`config.mk`:
```
export PLATFORM = sky130hd
export DESIGN_NAME = xfer_sequencer
export DESIGN_NICKNAME = d
export VERILOG_FILES = /design/src/rtl/xfer_pkg.sv /design/src/rtl/xfer_ctrl.sv /design/src/rtl/xfer_datapath.sv /design/src/rtl/xfer_sequencer.sv
export SDC_FILE = /design/constraint.sdc
export NUM_CORES = 1
export LEC_CHECK = 0
export BUFFER_PORTS_ARGS = -buffer_cell sky130_fd_sc_hd__buf_2
export CORE_ASPECT_RATIO = 1.1
export CORE_MARGIN = 5
export CORE_UTILIZATION = 50
export CTS_CLUSTER_SIZE = 8
export DETAILED_ROUTE_END_ITERATION = 8
export PLACE_DENSITY = 0.74
export SYNTH_ARGS = -nofsm -noshare
export SYNTH_HDL_FRONTEND = slang
export SYNTH_HIERARCHICAL = 1
export SYNTH_SLANG_ARGS = --single-unit
```
`constraint.sdc`:
```
create_clock -name clk -period 4.58 [get_ports clk]
set_input_delay 0.687 -clock clk [delete_from_list [all_inputs] [get_ports clk]]
set_output_delay 0.687 -clock clk [all_outputs]
set_load 0.02 [all_outputs]
```
`src/rtl/xfer_pkg.sv`:
```
package xfer_pkg;
  localparam int DATA_W       = 8;
  localparam int ADDR_W       = 2 * DATA_W;
  localparam int FETCH_STATES = 4;
  localparam int MEM_STATES   = 3;
  localparam int MAX_STATES   = (FETCH_STATES > MEM_STATES) ? FETCH_STATES : MEM_STATES;
  localparam int TCNT_W       = $clog2(MAX_STATES);
  localparam int LEN_W        = 2;

  localparam logic [7:0] OPC_LD_ACC    = 8'h3A;
  localparam logic [7:0] OPC_ST_ACC    = 8'h32;
  localparam logic [7:0] OPC_LD_HL     = 8'h2A;
  localparam logic [7:0] OPC_ST_HL     = 8'h22;
  localparam logic [7:0] OPC_IMM_HL    = 8'h21;
  localparam logic [7:0] OPC_IMM_DE    = 8'h11;
  localparam logic [7:0] OPC_ST_ACC_DE = 8'h12;

  typedef enum logic [2:0] {
    CLS_LD_ACC, CLS_ST_ACC, CLS_LD_HL, CLS_ST_HL,
    CLS_IMM_HL, CLS_IMM_DE, CLS_ST_ACC_DE, CLS_BAD
  } opClass_t;

  typedef enum logic [2:0] {
    MC_FETCH, MC_OPLO, MC_OPHI, MC_DRD, MC_DWR, MC_HALT
  } mcKind_t;

  typedef enum logic [1:0] {ASEL_PC, ASEL_TMP, ASEL_TMP1, ASEL_DE} addrSel_t;
  typedef enum logic [1:0] {WSEL_A, WSEL_L, WSEL_H} wrSel_t;

  typedef struct packed {
    addrSel_t addrSel;
    wrSel_t   wrSel;
    logic     pcInc;
    logic     ldTmpLo;
    logic     ldTmpHi;
    logic     ldA;
    logic     ldL;
    logic     ldH;
    logic     ldE;
    logic     ldD;
  } dpCtrl_t;

  function automatic opClass_t decodeOp(input logic [DATA_W-1:0] op);
    case (op)
      OPC_LD_ACC:    return CLS_LD_ACC;
      OPC_ST_ACC:    return CLS_ST_ACC;
      OPC_LD_HL:     return CLS_LD_HL;
      OPC_ST_HL:     return CLS_ST_HL;
      OPC_IMM_HL:    return CLS_IMM_HL;
      OPC_IMM_DE:    return CLS_IMM_DE;
      OPC_ST_ACC_DE: return CLS_ST_ACC_DE;
      default:       return CLS_BAD;
    endcase
  endfunction

  function automatic logic [LEN_W-1:0] lenOf(input opClass_t c);
    case (c)
      CLS_ST_ACC_DE, CLS_BAD: return LEN_W'(1);
      default:                return LEN_W'(3);
    endcase
  endfunction
endpackage

```
`src/rtl/xfer_ctrl.sv`:
```
module xfer_ctrl
  import xfer_pkg::*;
(
  input  logic              clk,
  input  logic              rst,
  input  logic [DATA_W-1:0] rdByte,
  output dpCtrl_t           ctl,
  output logic              memRd,
  output logic              memWr,
  output logic              done,
  output logic [LEN_W-1:0]  instrLen,
  output logic              halted
);
  mcKind_t           mc, nextMc;
  logic [TCNT_W-1:0] tCnt;
  logic              second, nextSecond;
  opClass_t          opCls, curCls;
  logic [LEN_W-1:0]  lenQ;
  logic              lastT;

  assign lastT  = (mc == MC_FETCH) ? (tCnt == TCNT_W'(FETCH_STATES - 1))
                                   : (tCnt == TCNT_W'(MEM_STATES - 1));
  assign curCls = (mc == MC_FETCH) ? decodeOp(rdByte) : opCls;

  // Which machine cycle follows the current one
  always_comb begin
    nextMc     = mc;
    nextSecond = 1'b0;
    case (mc)
      MC_FETCH: begin
        if (curCls == CLS_BAD)            nextMc = MC_HALT;
        else if (curCls == CLS_ST_ACC_DE) nextMc = MC_DWR;
        else                              nextMc = MC_OPLO;
      end
      MC_OPLO: nextMc = MC_OPHI;
      MC_OPHI: begin
        if (curCls == CLS_IMM_HL || curCls == CLS_IMM_DE)     nextMc = MC_FETCH;
        else if (curCls == CLS_LD_ACC || curCls == CLS_LD_HL) nextMc = MC_DRD;
        else                                                  nextMc = MC_DWR;
      end
      MC_DRD: begin
        if (curCls == CLS_LD_HL && !second) begin
          nextMc = MC_DRD;  nextSecond = 1'b1;
        end else nextMc = MC_FETCH;
      end
      MC_DWR: begin
        if (curCls == CLS_ST_HL && !second) begin
          nextMc = MC_DWR;  nextSecond = 1'b1;
        end else nextMc = MC_FETCH;
      end
      default: nextMc = MC_HALT;
    endcase
  end

  // Strobes toward the datapath
  always_comb begin
    ctl   = '0;
    memRd = 1'b0;
    memWr = 1'b0;
    case (mc)
      MC_FETCH: begin
        memRd     = 1'b1;
        ctl.pcInc = lastT;
      end
      MC_OPLO: begin
        memRd     = 1'b1;
        ctl.pcInc = lastT;
        if (curCls == CLS_IMM_HL)      ctl.ldL     = lastT;
        else if (curCls == CLS_IMM_DE) ctl.ldE     = lastT;
        else                           ctl.ldTmpLo = lastT;
      end
      MC_OPHI: begin
        memRd     = 1'b1;
        ctl.pcInc = lastT;
        if (curCls == CLS_IMM_HL)      ctl.ldH     = lastT;
        else if (curCls == CLS_IMM_DE) ctl.ldD     = lastT;
        else                           ctl.ldTmpHi = lastT;
      end
      MC_DRD: begin
        memRd       = 1'b1;
        ctl.addrSel = second ? ASEL_TMP1 : ASEL_TMP;
        if (curCls == CLS_LD_ACC) ctl.ldA = lastT;
        else if (second)          ctl.ldH = lastT;
        else                      ctl.ldL = lastT;
      end
      MC_DWR: begin
        memWr = lastT;
        if (curCls == CLS_ST_ACC_DE) ctl.addrSel = ASEL_DE;
        else                         ctl.addrSel = second ? ASEL_TMP1 : ASEL_TMP;
        if (curCls == CLS_ST_HL) ctl.wrSel = second ? WSEL_H : WSEL_L;
        else                     ctl.wrSel = WSEL_A;
      end
      default: ;
    endcase
  end

  always_ff @(posedge clk) begin
    if (rst) begin
      mc     <= MC_FETCH;
      tCnt   <= '0;
      second <= 1'b0;
      opCls  <= CLS_BAD;
      lenQ   <= '0;
    end else if (mc != MC_HALT) begin
      if (lastT) begin
        tCnt   <= '0;
        mc     <= nextMc;
        second <= nextSecond;
        if (mc == MC_FETCH) begin
          opCls <= curCls;
          lenQ  <= lenOf(curCls);
        end
      end else begin
        tCnt <= tCnt + 1'b1;
      end
    end
  end

  assign done     = lastT && (mc != MC_FETCH) && (mc != MC_HALT) && (nextMc == MC_FETCH);
  assign instrLen = lenQ;
  assign halted   = (mc == MC_HALT);

  p_rd_wr_excl_r11: assert property (@(posedge clk) disable iff (rst)
    !(memRd && memWr));
  p_cycle_hold_r11: assert property (@(posedge clk) disable iff (rst)
    (!lastT && !halted) |=> $stable(mc));
  p_halt_sticky_r10: assert property (@(posedge clk) disable iff (rst)
    halted |=> halted);
  p_halt_quiet_r10: assert property (@(posedge clk) disable iff (rst)
    halted |-> (!memRd && !memWr));
  p_done_single_r9: assert property (@(posedge clk) disable iff (rst)
    done |=> !done);
endmodule

```
`src/rtl/xfer_datapath.sv`:
```
module xfer_datapath
  import xfer_pkg::*;
(
  input  logic              clk,
  input  logic              rst,
  input  dpCtrl_t           ctl,
  input  logic [DATA_W-1:0] rdByte,
  output logic [ADDR_W-1:0] addr,
  output logic [DATA_W-1:0] wrByte,
  output logic [ADDR_W-1:0] pc,
  output logic [DATA_W-1:0] acc,
  output logic [DATA_W-1:0] regH,
  output logic [DATA_W-1:0] regL,
  output logic [DATA_W-1:0] regD,
  output logic [DATA_W-1:0] regE
);
  logic [DATA_W-1:0] tmpLo, tmpHi;
  logic [ADDR_W-1:0] tmpAddr, tmpNext;

  assign tmpAddr = {tmpHi, tmpLo};
  assign tmpNext = tmpAddr + 1'b1;

  always_comb begin
    case (ctl.addrSel)
      ASEL_TMP:  addr = tmpAddr;
      ASEL_TMP1: addr = tmpNext;
      ASEL_DE:   addr = {regD, regE};
      default:   addr = pc;
    endcase
  end

  always_comb begin
    case (ctl.wrSel)
      WSEL_L:  wrByte = regL;
      WSEL_H:  wrByte = regH;
      default: wrByte = acc;
    endcase
  end

  always_ff @(posedge clk) begin
    if (rst) begin
      pc    <= '0;
      tmpLo <= '0;
      tmpHi <= '0;
      acc   <= '0;
      regH  <= '0;
      regL  <= '0;
      regD  <= '0;
      regE  <= '0;
    end else begin
      if (ctl.pcInc)   pc    <= pc + 1'b1;
      if (ctl.ldTmpLo) tmpLo <= rdByte;
      if (ctl.ldTmpHi) tmpHi <= rdByte;
      if (ctl.ldA)     acc   <= rdByte;
      if (ctl.ldH)     regH  <= rdByte;
      if (ctl.ldL)     regL  <= rdByte;
      if (ctl.ldD)     regD  <= rdByte;
      if (ctl.ldE)     regE  <= rdByte;
    end
  end
endmodule

```
`src/rtl/xfer_sequencer.sv`:
```
module xfer_sequencer
  import xfer_pkg::*;
(
  input  logic              clk,
  input  logic              rst,
  output logic [ADDR_W-1:0] memAddr,
  output logic              memRd,
  output logic              memWr,
  input  logic [DATA_W-1:0] memRdData,
  output logic [DATA_W-1:0] memWrData,
  output logic              done,
  output logic [LEN_W-1:0]  instrLen,
  output logic              halted,
  output logic [ADDR_W-1:0] pcOut,
  output logic [DATA_W-1:0] accOut,
  output logic [DATA_W-1:0] hOut,
  output logic [DATA_W-1:0] lOut,
  output logic [DATA_W-1:0] dOut,
  output logic [DATA_W-1:0] eOut
);
  dpCtrl_t ctl;

  xfer_ctrl uCtrl (
    .clk      (clk),
    .rst      (rst),
    .rdByte   (memRdData),
    .ctl      (ctl),
    .memRd    (memRd),
    .memWr    (memWr),
    .done     (done),
    .instrLen (instrLen),
    .halted   (halted)
  );

  xfer_datapath uDp (
    .clk    (clk),
    .rst    (rst),
    .ctl    (ctl),
    .rdByte (memRdData),
    .addr   (memAddr),
    .wrByte (memWrData),
    .pc     (pcOut),
    .acc    (accOut),
    .regH   (hOut),
    .regL   (lOut),
    .regD   (dOut),
    .regE   (eOut)
  );

  p_pc_still_on_write_r2: assert property (@(posedge clk) disable iff (rst)
    memWr |=> $stable(pcOut));
  p_halt_regs_frozen_r10: assert property (@(posedge clk) disable iff (rst)
    halted |=> ($stable(accOut) && $stable(hOut) && $stable(lOut) && $stable(pcOut)));
endmodule

```
---- Word level (Yosys, flattened, before mapping) ----
Index checks and enable logic that the tools add are counted.
storage, ports and cells
  logic and storage cells ................. 100
  input port bits ......................... 10
  flip-flop bits (word level) ............. 83
  output and inout port bits .............. 86
  bits in read-only memories .............. 0
  memories kept ........................... 0
  RAM bits ................................ 0
  latch bits .............................. 0
operators by class
  divide/modulo/power cells ............... 0
  equality and inequality tests ........... 26
  shift-type cells ........................ 0
  add/sub/neg operators ................... 3
  reduce and logical (&&, ||, !) cells .... 17
  order comparisons ....................... 0
  bitwise operators ....................... 0
  multiply operators ...................... 0
  multiplexer cells ....................... 41
operator list
  kind                                                  count
  case mux 16 bit (3 select lines)                      1
  equality test 8 x 6 -> 1 bit (second input constant)  5
  adder 16 x 1 -> 16 bit (second input constant)        2
  case mux 3 bit (7 select lines)                       1
  two-way mux 1 bit                                     19
  equality test 3 bit (second input constant)           6
  two-way mux 3 bit                                     6
  equality test 8 x 5 -> 1 bit (second input constant)  2
  two-way mux 2 bit                                     8
  case mux 8 bit (2 select lines)                       1
  case mux 3 bit (5 select lines)                       1
  equality test 3 x 2 -> 1 bit (second input constant)  4
  equality test 2 bit (second input constant)           5
  logical NOT 3 bit                                     3
  case mux 1 bit (2 select lines)                       3
  logical AND 1 bit                                     5
  equality test 2 x 1 -> 1 bit (second input constant)  2
  case mux 2 bit (2 select lines)                       1
  OR reduction 4 bit                                    1
  equality test 3 x 1 -> 1 bit (second input constant)  1
  != test 3 bit (second input constant)                 1
  AND reduction 3 bit                                   1
  nonzero test 3 bit                                    1
  OR reduction 3 bit                                    1
  other kinds (5)                                       6

---- Longest topological paths before layout ----
  word-level depth ........................ 10
  gate-level depth with buffers ........... 12
  gate-level depth less buffers ........... 9

---- Modules after synthesis ----
Netlist, hierarchy kept.
modules (own cells, without submodules)
  module         times used  sequential area each (um^2)  area an instance (um^2)  cells an instance
  xfer_datapath  1           1,441.4                      3,624.7                  411
  xfer_ctrl      1           220.2                        965.9                    135

---- Least setup slack after synthesis ----
OpenSTA, ideal clock, no wires.
  kind .................................... input-to-output
  from .................................... input memRdData[1]
  to ...................................... output memAddr[7]
  data required time ...................... 3.893 ns
  arrival time ............................ 3.035 ns
  cell stages on the path ................. 9
  setup slack ............................. 0.858 ns
  path buffers ............................ 2
  cell sequence ........................... or3b_4 -> nor3b_1 -> o21a_1 -> o21ai_1 -> a21boi_1 -> buf_2 -> clkbuf_1 -> nor3_1 -> nor3_1
RTL lines
  item         line                 text
  from (decl)  xfer_sequencer.sv:9  input logic [DATA_W-1:0] memRdData,
  to (decl)    xfer_sequencer.sv:6  output logic [ADDR_W-1:0] memAddr,

==> reports/qor.yml <==
avgSynthCellArea_um2: 8.41
htree_levels: 3
cp-start-kind: "input pin"
arrival_ns: 3.48
synth-seq-area-share_pct: 36.2
rows: 36
end_kind: "output pin"
met3_length_um: 945
max_cap_violations: 0
synth_cell_type_count: 69
dp_hpwl_um: 9450
finalCritPeriodShare_pct: 90.9
coreArea_um2: 8920
required_ns: 3.89
period_minus_slack_ns: 4.16
maxUsedRoutingLayer: "met4"
synth_top_area_cell: "dfxtp_1"
wl_met2_um: 6330
fmax_mhz: 240
relSlewSlack_pct: 54.2
synth_fa_ha_area_share_pct: 1.09
p_leak_uw: 0.00216
rsz0062_at_grt: "no"
cts_tree: "done"
fill_cells: 824
slew_violations: 0
setup_tns_ns: 0
switching_share_pct: 29.6
ys_async_sr_fraction_pct: 0
routed_wl_um: 13400
syn_to_final_growth_pct: 17.0
wl_met1_um: 5940
die_y_um: 110
ant_nets: 0
p_clk_share_pct: 38.0
post_cts_buffers: 0
finClkSkew_ns: 0.00913
status: "complete, no violations"
grt_pass1_wl_um: 21700
antenna_found_initial: 0
drtIter0Drc: 376
multiInputGateArea_um2: 2730
nets: 641
synth_xor_area_share_pct: 3.24
synth_compound_area_share_pct: 13.2
ys_top_cells_by_area: "dfxtp_1 (36%), mux2i_1 (13%), nor2_1 (8.0%)"
grt_max_degree: 58
ir_worst_vdd_v: 0.000206
synthFlopType: "dfxtp_1"
min_path_type: "reg -> reg"
initial_core_util_pct: 51.5
vias: 4379
yosys.area.top_type_share_pct: 36.2
via_per_inst: 5.87
wl_per_cell_um: 18.0
pwr-share-comb_pct: 15.1
clockBufferDepth: 2
drtPass1Iterations: 7
total_power_uw: 1620
hold_viol: 0
p_int_uw: 1140
grt_overflow: 0
ys_ff_latch: 83
portBuffers: 95
worstMarginPinSlew_ns: 0.686
n_antenna_cell: 0
finalSetupViolations: 0
seq_area_um2: 1660
synth_fp_nets: 560
cts_root_buf: "clkbuf_8"
dieWidth_um: 101
path_class: "in -> out"
cts_inserted_buffers: 9
p_sw_uw: 480
synth-edff-count: 0
p_per_area_nw_per_um2: 302
drc: 0
p_seq_share_pct: 46.9
path_max_fanout: 11
clk_pin_slew_ns: 0.10
synth_top_family_by_area: "simple AND/OR/NAND/NOR gates"
grt_usage_pct: 23.8
yosys_warnings: 6
post_cts_resized: 0
drive_above_1_share_pct: 23.9
synthMuxAreaShare_pct: 14.9
netlist_top_cells_count: "nor2_1 (98), dfxtp_1 (83), mux2i_1 (58)"
io_pins: 96
clock-sinks: 83
grt_pass1_vias: 4163
clk_latency_ns: 0.37
synth.most_common_cell: "nor2_1"
place_congestion: 0.937
synthesis.area_um2: 4590
yosys.area_share.simple_pct: 26.9
cts-hold-fix-buffers: 0
fp.dieArea_um2: 11200
synth_cells: 546
final timing paths:
kind | startpoint | end | slack [ns] | cells after the start
setup / recovery | memRdData[1] | memAddr[10] | 0.42 | 11
hold / removal | uCtrl/instrLen[1] | uCtrl/instrLen[1] | 0.45 | 2
hold reg to reg | uCtrl/instrLen[1] | uCtrl/instrLen[1] | 0.45 | 2
setup reg to reg | uCtrl/mc[1] | uDp/pc[12] | 1.69 | 9
area by class of cell:
| class | instances | share of cell area [%] |
|---|---|---|
| multi-input combinational | 414 | 50.7 |
| sequential | 83 | 30.9 |
| timing repair buffer | 108 | 10.7 |
| tap | 114 | 2.65 |
| clock buffer | 9 | 2.31 |
| clock inverter | 7 | 1.96 |
| inverter | 11 | 0.769 |
per-stage QoR:
stage | std cells | utilization [%] | hold slack (ns) | cell area, um2 | worst slack [ns]
2_1_floorplan | 546 | - | 0.497 | 4590 | 0.858
3_3_place_gp | 730 | 57.7 | 0.437 | 5140 | 0.491
3_5_place_dp | 730 | 57.7 | 0.442 | 5140 | 0.477
4_1_cts | 746 | 60.2 | 0.454 | 5370 | 0.444
5_1_grt | 746 | 60.2 | 0.480 | 5370 | 0.144
6_report | 746 | 60.2 | 0.453 | 5370 | 0.417
flip-flops by register name (all words and copies together) (netlist names):
register,count
uDp/pc,16
uDp/acc,8
uCtrl/instrLen,2
uDp/tmpLo,8
uCtrl/mc,3
uDp/regD,8
uCtrl/opCls,3
uDp/regE,8
uDp/tmpHi,8
uDp/regL,8
uCtrl/second,1
uCtrl/tCnt,2
uDp/regH,8
placed cells by master, fill, tap and decap left out, types with 3 or more instances in the layout:
| cell | netlist | layout |
|---|---|---|
| or3_1 | 4 | 4 |
| nand2_1 | 42 | 42 |
| xnor2_1 | 11 | 11 |
| mux2i_1 | 58 | 58 |
| nor2_1 | 98 | 98 |
| mux4_2 | 4 | 4 |
| nand4_1 | 6 | 6 |
| buf_2 | 11 | 95 |
| nor4_1 | 8 | 8 |
| ha_1 | 4 | 4 |
| nor2b_1 | 4 | 4 |
| o22ai_1 | 9 | 9 |
| o31ai_1 | 4 | 4 |
| clkbuf_8 | 0 | 9 |
| nor4_2 | 4 | 4 |
| nand3_1 | 19 | 19 |
| nor3_1 | 14 | 14 |
| nor3b_1 | 4 | 4 |
| and3_1 | 6 | 6 |
| a211oi_1 | 3 | 3 |
| nand2b_1 | 7 | 7 |
| a21oi_1 | 19 | 19 |
| buf_4 | 0 | 13 |
| inv_1 | 11 | 11 |
| dfxtp_1 | 83 | 83 |
| a22oi_1 | 8 | 8 |
| o21ai_0 | 18 | 18 |
| xor2_1 | 6 | 6 |
layer usage:
metal,track usage (%),vias to the layer above
li1,-,2109
met1,32.9,2066
met2,37.6,191
met3,3.72,13
met4,8.16,0
met5,0,-
power by group through the flow:
| stage | sequential, uW | combinational, uW | clock, uW |
|---|---|---|---|
| after global placement | 776 | 238 | 0 |
| after floorplan | 764 | 178 | 0 |
| after detailed placement | 776 | 241 | 0 |
| final | 760 | 244 | 616 |
| after global routing | 764 | 264 | 662 |
| after CTS | 759 | 242 | 630 |
cells by family after synthesis:
group | after synthesis
multiplexers | 63
adder cells (fa/ha/maj) | 4
buffers and inverters | 49
XOR/XNOR | 17
flip-flops | 83
AO/OA/AOI/OAI | 89
AND/OR/NAND/NOR | 241
worst max-delay path, stage by stage:
cell,delay [ns]
buf_2,0.18
or3b_4,0.44
nor3b_1,0.29
o21a_1,0.24
o21ai_1,0.11
a21boi_2,0.50
nand2_1,0.39
a2bb2oi_1,0.22
o31ai_1,0.07
o21ba_2,0.19
buf_2,0.15
(Power assumes the default switching activity.)
